==> config.mk <==
export PLATFORM = sky130hd
export DESIGN_NAME = bkt_slot_lookup
export DESIGN_NICKNAME = d
export VERILOG_FILES = /design/src/rtl/bsl_pkg.sv /design/src/rtl/bsl_slot_decode.sv /design/src/rtl/bsl_first_pick.sv /design/src/rtl/bkt_slot_lookup.sv
export SDC_FILE = /design/constraint.sdc
export NUM_CORES = 1
export LEC_CHECK = 0
export BUFFER_PORTS_ARGS = -buffer_cell sky130_fd_sc_hd__buf_2
export CAP_MARGIN = 20
export CORE_ASPECT_RATIO = 1.75
export CORE_MARGIN = 5
export CORE_UTILIZATION = 59
export CTS_CLUSTER_DIAMETER = 200
export DETAILED_ROUTE_END_ITERATION = 8
export PLACE_DENSITY = 0.92
export SLEW_MARGIN = 20
export SYNTH_ARGS = -nofsm -noshare
export SYNTH_HDL_FRONTEND = slang
export SYNTH_SLANG_ARGS = --single-unit
==> constraint.sdc <==
create_clock -name clk -period 10.6 [get_ports clk]
set_clock_uncertainty 0.2 [all_clocks]
set_input_delay 0.53 -clock clk [delete_from_list [all_inputs] [get_ports clk]]
set_output_delay 0.53 -clock clk [all_outputs]
set_load 0.01 [all_outputs]
==> src/rtl/bsl_pkg.sv <==
package bsl_pkg;

   typedef enum logic [1:0] {
      RC_MISS   = 2'd0,
      RC_PTR    = 2'd1,
      RC_INLINE = 2'd2
   } rc_e;

   typedef enum logic [1:0] {
      ST_IDLE = 2'd0,
      ST_SHOW = 2'd1,
      ST_HOLD = 2'd2
   } st_e;

endpackage

==> src/rtl/bsl_slot_decode.sv <==
module bsl_slot_decode #(
   parameter int ADDR_W = 32,
   parameter int TAG_W  = 10,
   parameter int KEY_W  = 16,
   parameter int LEN_W  = 3,
   localparam int SLOT_W = ADDR_W + TAG_W
) (
   input  logic [SLOT_W-1:0] slot_i,
   input  logic              inl_i,
   input  logic              head_i,
   input  logic [TAG_W-1:0]  qtag_i,
   input  logic [KEY_W-1:0]  qkey_i,
   output logic              ptr_hit_o,
   output logic              inl_hit_o,
   output logic [ADDR_W-1:0] addr_o,
   output logic [LEN_W-1:0]  vlen_o
);

   logic tag_eq;

   always_comb begin
      addr_o    = slot_i[ADDR_W-1:0];
      tag_eq    = (slot_i[SLOT_W-1 -: TAG_W] == qtag_i);
      ptr_hit_o = !inl_i && tag_eq && (|addr_o);
      inl_hit_o = inl_i && head_i && tag_eq && (addr_o[KEY_W-1:0] == qkey_i);
      vlen_o    = addr_o[KEY_W +: LEN_W];
   end

endmodule

==> src/rtl/bsl_first_pick.sv <==
module bsl_first_pick #(
   parameter int N = 8,
   localparam int IDX_W = (N > 1) ? $clog2(N) : 1
) (
   input  logic [N-1:0]     vec_i,
   output logic             found_o,
   output logic [IDX_W-1:0] idx_o
);

   always_comb begin
      found_o = |vec_i;
      idx_o   = '0;
      for (int i = N - 1; i >= 0; i--) begin
         if (vec_i[i]) idx_o = IDX_W'(i);
      end
   end

endmodule

==> src/rtl/bkt_slot_lookup.sv <==
module bkt_slot_lookup
   import bsl_pkg::*;
#(
   parameter int SLOTS  = 8,
   parameter int ADDR_W = 32,
   parameter int TAG_W  = 10,
   parameter int HASH_W = 32,
   parameter int KEY_W  = 16,
   parameter int LEN_W  = 3,
   localparam int SLOT_W = ADDR_W + TAG_W,
   localparam int META_O = SLOTS * SLOT_W,
   localparam int BKT_W  = META_O + 2 * SLOTS,
   localparam int IDX_W  = $clog2(SLOTS),
   localparam int OFF_W  = $clog2(SLOTS + 1)
) (
   input  logic              clk,
   input  logic              rst_n,
   input  logic              req_valid,
   output logic              req_ready,
   input  logic [BKT_W-1:0]  req_bucket,
   input  logic [KEY_W-1:0]  req_key,
   input  logic [HASH_W-1:0] req_hash,
   input  logic              nxt_req,
   output logic              res_valid,
   input  logic              res_ready,
   output logic [1:0]        res_code,
   output logic [IDX_W-1:0]  res_slot,
   output logic [ADDR_W-1:0] res_addr,
   output logic [OFF_W-1:0]  res_voff,
   output logic [LEN_W-1:0]  res_vlen
);

   if (SLOTS < 2) begin : g_bad_slots
      $error("bkt_slot_lookup: SLOTS must be at least 2");
   end
   if (KEY_W + LEN_W > ADDR_W) begin : g_bad_payload
      $error("bkt_slot_lookup: key and length do not fit a slot payload");
   end
   if (TAG_W > HASH_W) begin : g_bad_tag
      $error("bkt_slot_lookup: tag wider than hash");
   end

   st_e               state_q;
   logic [BKT_W-1:0]  bkt_q;
   logic [KEY_W-1:0]  key_q;
   logic [TAG_W-1:0]  tag_q;
   logic [SLOTS-1:0]  mask_q;

   logic [SLOTS-1:0]  ptr_hit, inl_hit, cand, above;
   logic [ADDR_W-1:0] addr_a [SLOTS];
   logic [LEN_W-1:0]  vlen_a [SLOTS];
   logic              found;
   logic [IDX_W-1:0]  pick;
   rc_e               code;
   logic              take_req, take_res;
   logic              unused_hash_lo;

   assign unused_hash_lo = ^req_hash[HASH_W-TAG_W-1:0];

   for (genvar s = 0; s < SLOTS; s++) begin : g_slot
      bsl_slot_decode #(
         .ADDR_W(ADDR_W), .TAG_W(TAG_W), .KEY_W(KEY_W), .LEN_W(LEN_W)
      ) u_dec (
         .slot_i    (bkt_q[s*SLOT_W +: SLOT_W]),
         .inl_i     (bkt_q[META_O + s]),
         .head_i    (bkt_q[META_O + SLOTS + s]),
         .qtag_i    (tag_q),
         .qkey_i    (key_q),
         .ptr_hit_o (ptr_hit[s]),
         .inl_hit_o (inl_hit[s]),
         .addr_o    (addr_a[s]),
         .vlen_o    (vlen_a[s])
      );
   end

   assign cand = (ptr_hit | inl_hit) & mask_q;

   bsl_first_pick #(.N(SLOTS)) u_pick (
      .vec_i   (cand),
      .found_o (found),
      .idx_o   (pick)
   );

   always_comb begin
      if (!found)             code = RC_MISS;
      else if (inl_hit[pick]) code = RC_INLINE;
      else                    code = RC_PTR;
      for (int i = 0; i < SLOTS; i++) above[i] = (i > int'(pick));
   end

   assign res_valid = (state_q == ST_SHOW);
   assign req_ready = (state_q == ST_IDLE) || ((state_q == ST_HOLD) && !nxt_req);
   assign res_code  = code;
   assign res_slot  = found ? pick : '0;
   assign res_addr  = (code == RC_PTR) ? addr_a[pick] : '0;
   assign res_voff  = (code == RC_INLINE) ? OFF_W'(pick) + OFF_W'(1) : '0;
   assign res_vlen  = (code == RC_INLINE) ? vlen_a[pick] : '0;

   assign take_req  = req_valid && req_ready;
   assign take_res  = res_valid && res_ready;

   always_ff @(posedge clk or negedge rst_n) begin
      if (!rst_n) begin
         state_q <= ST_IDLE;
         bkt_q   <= '0;
         key_q   <= '0;
         tag_q   <= '0;
         mask_q  <= '0;
      end else begin
         if (take_req) begin
            bkt_q   <= req_bucket;
            key_q   <= req_key;
            tag_q   <= req_hash[HASH_W-1 -: TAG_W];
            mask_q  <= '1;
            state_q <= ST_SHOW;
         end else if (take_res) begin
            if (code == RC_PTR) begin
               mask_q  <= mask_q & above;
               state_q <= ST_HOLD;
            end else begin
               state_q <= ST_IDLE;
            end
         end else if ((state_q == ST_HOLD) && nxt_req) begin
            state_q <= ST_SHOW;
         end
      end
   end

endmodule

-- Yosys cells after proc, flatten, opt, wreduce, memory -nomap -nowiden
Index checks and enable logic that the tools add are counted.
- bits in registers: 388
- latch bits: 0
- bits in writable memories: 0
- ROM bits: 0
- input port bits: 405
- output and inout bits: 46
- logic and storage cells: 136
- memories: 0
- $add $sub $neg: 1
- $mul: 0
- div/mod/pow operators: 0
- $lt $le $gt $ge: 9
- equality and inequality tests: 20
- shift-type cells: 0
- muxes and demuxes: 29
- bitwise logic cells: 4
- reductions and logical operators: 68
- operator list (operator ; count):
    $reduce_or A32 Y1 ; 8
    $eq A16 B16 Y1 ; 8
    $bmux W32 S3 ; 1
    $mux W32 ; 3
    $eq A10 B10 Y1 ; 8
    $logic_and A1 B1 Y1 ; 44
    $mux W3 ; 12
    $mux W8 ; 3
    $and A8 B8 Y8 ; 2
    $gt A3 B3 Y1 const A ; 4
    $mux W2 ; 6
    $bmux W3 S3 ; 1
    $logic_not A1 Y1 ; 9
    $or A8 B8 Y8 ; 1
    $reduce_or A8 Y1 ; 1
    $gt A2 B3 Y1 const A ; 2
    $add A3 B1 Y4 const B ; 1
    $eq A2 B1 Y1 const B ; 2
    $eq A2 B2 Y1 const B ; 2
    $ge A4 B4 Y1 const B ; 1
    $lt A3 B4 Y1 const B ; 1
    $mux W4 ; 1
    $not A3 Y4 ; 1
    $reduce_bool A2 Y1 ; 2
    other kinds (7) ; 7

-- Longest topological paths before layout
- word-level depth: 21
- mapped depth: 14
- depth with buffers taken out: 10

-- Hierarchy
Synthesis repeated with hierarchy kept, for this count alone.
- cell total of the unflattened synthesis: 1820
- area, all modules: 22206.3 µm²
- modules (own cells, without submodules) (module ; times used ; cells an instance ; area an instance (µm²) ; seq. area each (µm²)):
    bkt_slot_lookup ; 1 ; 1143 ; 17090.1 ; 9709.3
    bsl_slot_decode ; 8 ; 83 ; 629.4 ; 0.0
    bsl_first_pick ; 1 ; 13 ; 81.3 ; 0.0

-- Least setup slack after synthesis
OpenSTA, ideal clock, no wires.
- path kind: register -> output
- start point: reg key_q[6]
- end point: out res_addr[2]
- arrival time: 3186 ps
- path slack: 6684 ps
- stages on the path, launching flop included: 14
- path buffers: 3
- cell sequence: dfrtp_1 > buf_6 > xor2_1 > nor4_2 > nand4_1 > o31ai_2 > o211ai_1 > a2111o_1 > nand2_1 > buf_2 > buf_2 > nand2_1 > a32o_1 > nor4_1
- word-level cells in the longest chain between the ends: 18
- elaborated cells on any way between the ends: 37
- ends and longest elaborated chain (what ; line ; RTL):
    start: declaration ; bkt_slot_lookup.sv:45 ; logic [KEY_W-1:0] key_q;
    start signal: assignment ; bkt_slot_lookup.sv:112 ; key_q <= req_key;
    $eq A16 B16 Y1 ; bsl_slot_decode.sv:25 ; inl_hit_o = inl_i && head_i && tag_eq && (addr_o[KEY_W-1:0] == qkey_i);
    $logic_and A1 B1 Y1 ; bsl_slot_decode.sv:25 ;
    $or A8 B8 Y8 ; bkt_slot_lookup.sv:76 ; assign cand = (ptr_hit | inl_hit) & mask_q;
    $and A8 B8 Y8 ; bkt_slot_lookup.sv:76 ;
    $mux W3 (8 in a row) ; bsl_first_pick.sv:14 ; if (vec_i[i]) idx_o = IDX_W'(i);
    $bmux W1 S3 ; bkt_slot_lookup.sv:86 ; else if (inl_hit[pick]) code = RC_INLINE;
    $mux W1 (implied by the code) ; bkt_slot_lookup.sv:86 ;
    $mux W2 ; bkt_slot_lookup.sv:86 ;
    $mux W2 ; bkt_slot_lookup.sv:85 ; if (!found) code = RC_MISS;
    $eq A2 B1 Y1 ; bkt_slot_lookup.sv:95 ; assign res_addr = (code == RC_PTR) ? addr_a[pick] : '0;
    $mux W32 * ; bkt_slot_lookup.sv:95 ;
    end: declaration ; bkt_slot_lookup.sv:28 ; output logic [ADDR_W-1:0] res_addr,
Mark *: on every way between the ends. The rest lies on a longest branch, timed or not. The select of a mux whose other input is x is not followed.

-- Final worst setup path
- start point: reg tag_q[1]
- end point: out res_addr[23]
- word-level cells in the longest chain between the ends: 19
- elaborated cells on any way between the ends: 61
- ends and longest elaborated chain (what ; line ; RTL):
    start: declaration ; bkt_slot_lookup.sv:46 ; logic [TAG_W-1:0] tag_q;
    start signal: assignment ; bkt_slot_lookup.sv:113 ; tag_q <= req_hash[HASH_W-1 -: TAG_W];
    $eq A10 B10 Y1 ; bsl_slot_decode.sv:23 ; tag_eq = (slot_i[SLOT_W-1 -: TAG_W] == qtag_i);
    $logic_and A1 B1 Y1, on equally long branches (2 in a row) ; bsl_slot_decode.sv:24, bsl_slot_decode.sv:25 ;
    $or A8 B8 Y8 ; bkt_slot_lookup.sv:76 ;
    $and A8 B8 Y8 ; bkt_slot_lookup.sv:76 ;
    $mux W3 (8 in a row) ; bsl_first_pick.sv:14 ;
    $bmux W1 S3 ; bkt_slot_lookup.sv:86 ;
    $mux W1 (implied by the code) ; bkt_slot_lookup.sv:86 ;
    $mux W2 ; bkt_slot_lookup.sv:86 ;
    $mux W2 ; bkt_slot_lookup.sv:85 ;
    $eq A2 B1 Y1 ; bkt_slot_lookup.sv:95 ;
    $mux W32 * ; bkt_slot_lookup.sv:95 ;
Marked as above.

==> results.toml <==
[logic_synthesis]
synthFlopType = "dfrtp_1"
synth-seq-cells = 388
synth_area_um2 = 20400
synth-edff-count = 0
syn_area_per_cell_um2 = 12.3
yosysUniqueCellTypes = 57
synth_nets = 2069
yosysWarnings = 0
synth_cells = 1662
synth.yosys.seq_area_share_pct = 47.7
async_reset_ff_share_pct = 100

[hold_path]
hp-class = "in2reg"
hold_end = "bkt_q[118]"
min_from = "req_bucket[118]"
min_path_cells = 2

[grt]
grt_use_total_pct = 37.7
grt_overflow = 0
grt_pass1_vias = 17500
grt_pass1_wl_mm = 108
grt_start_max_net_pins = 191
grt_antenna_before_repair = 3

[floorplanning]
core_area_um2 = 34300
die-area_um2 = 38500
rows = 90
die_w_um = 150
fp.dieH_um = 256
initial_core_util_pct = 59.3
ios = 451

[clocking]
cts.sinks = 388
post-cts-setup-buffer-count = 0
clockRootBuffer = "clkbuf_16"
htreeDepth = 2
clock_path_buffers = 3
cts_tree = "yes"
insertion_delay_ns = 0.54
cts_buffers = 36
clkTransAtPathRegs_ns = 0.07

[layout]
final_cell_area_um2 = 24000
utilization_pct = 70.0
final_cell_mix = "mux2_2, buf_2, dfrtp_1"
drive_gt1_share_pct = 47.1
area_growth_pct = 18.0
final_common_cell = "mux2_2"
fin_nets = 2454
fill_cells = 2421

[route]
vias_per_cell = 6.38
drtAntennaViolNets = 0
drtIter0Drc = 1128
wl_per_cell_um = 28.8
drc = 0
drtPass1Iterations = 7
wl_mm = 73.1
vias = 16200

[worst_setup_path]
crit_type = "reg2out"
end_kind = "output pin"
start_kind = "register"
rr_startpoint = "tag_q[8]"
path_max_fanout = 47
crit_start = "tag_q[1]"
rrSetupSlack_ns = 5.70
r2r_end = "state_q[1]"
required_ns = 9.87
crit_arrival_ns = 6.06
reg2regPathDepth = 10

[run]
maxCapViolations = 0

[sta]
fin_crit_sh_pct = 64.0
setup_viol = 0
finalSetupTns_ns = 0
fmax_mhz = 147
min_period_ns = 6.79
rsz0062_at_grt = "no"
finalHoldViolCount = 0
fin_ws_ns = 3.81
tightest_slew_ns = 1.12
maxSlewViolCount = 0
slew_headroom_pct = 25.6

[status]
status = "finished clean"

[pwr]
power_density_nw_per_um2 = 224
peakVddDrop_v = 0.000183
leakage_uw = 0.0102
finalPower_uw = 5390

[placement]
dp_hpwl_mm = 55.1
dpl_cell_area_um2 = 22800
gp_congestion = 1.09
port_buffers = 428
pre_cts_slack_ns = 4.53
==> sequential cells by signal, indices dropped and copies added (netlist names) <==
name / count
bkt_q: 352
key_q: 16
tag_q: 10
mask_q: 8
state_q: 2
==> routing by layer <==
layer / track usage [%] / share of wire [%] / up-vias
li1: - / - / 6912
met1: 39.6 / 32 / 7997
met2: 64.0 / 50 / 958
met3: 7.83 / 7.6 / 319
met4: 30.5 / 10 / 0
met5: 0 / 0 / -
==> stage by stage <==
step,std cells,hold slack (ns)
after CTS,2533,0.000101
final,2537,0.0179
after global placement,2458,0.286
after global routing,2537,0.00424
after detailed placement,2458,0.298
after floorplan,1662,0.0344
==> layout make-up <==
class                           instances  area, um2  area share, %
Tap cell                              460        576           2.39
Sequential cell                       388       9710           40.4
Clock buffer                           44        971           4.04
Timing Repair Buffer                  454       2420           10.1
Multi-Input combinational cell       1164      10200           42.4
Inverter                                3       11.3         0.0469
Antenna cell                            3       7.51         0.0312
Clock inverter                         21        160          0.666
==> critical path, cell delays in order, from the launching register on <==
cell and delay, ns:
dfrtp_1 0.79, xnor2_1 0.20, nand4_1 0.14, nor4_1 0.68
nand2_1 0.15, nor2_1 0.63, a21oi_1 0.24, nor2_4 0.15
buf_4 0.52, buf_4 0.60, mux2_2 0.44, a21oi_1 0.58
nor4_2 0.15, buf_2 0.21
==> cells by family after synthesis <==
group	count (synthesis)	synth area share, %
muxes	466	25.5
DFF	388	47.7
and+or+nand+nor	352	10.1
xor gates and xnor gates	208	8.94
AOI/OAI and AO/OA	136	5.11
buffers and inverters	110	2.47
adders and majority gates	2	0.123
==> cell usage after synthesis, types with 3 or more instances <==
library cell	number	area (um2)
o22ai_1	25	156
buf_2	39	195
nand2_1	78	293
xor2_1	61	534
a211oi_1	7	52.6
a21o_1	5	37.5
o22a_1	3	26.3
and3_1	4	25.0
buf_6	5	56.3
o2bb2ai_1	3	26.3
mux2_2	431	4850
clkbuf_1	61	229
nor4_2	27	338
and4_1	8	70.1
a32o_1	30	300
nand4_1	50	313
a31oi_1	9	56.3
o211ai_1	4	30.0
nor3b_1	3	22.5
o21bai_1	4	30.0
nand3_1	30	150
nor4_1	87	544
a21oi_1	17	85.1
and2_1	6	37.5
o21ai_0	8	40.0
dfrtp_1	388	9710
nor2_1	34	128
nor3_1	14	70.1
inv_1	3	11.3
xnor2_1	147	1290
mux2i_1	35	350
==> where the power goes <==
part,leakage (uW),switching (uW),total [uW],internal [uW]
sequential,0.00451,689,2600,1910
combinational,0.00512,671,1520,845
clock,0.000527,609,1280,667
==> repair_timing <==
action | in CTS | in global routing
gates resized for setup | 0 | 0
endpoints found under the hold margin | 131 | 0
hold buffers | 10 | 0
==> how the worst max path moves through the flow <==
stage                              end  slack (ns)  cells past startpoint
after global placement    res_addr[23]        4.65                     13
after detailed placement  res_addr[23]        4.53                     13
after global routing      res_addr[23]        3.54                     13
final                     res_addr[23]        3.81                     13
after CTS                 res_addr[23]        3.94                     13
after floorplan            res_addr[2]        6.68                     13
No activity file was read; power rests on OpenSTA's default activity.
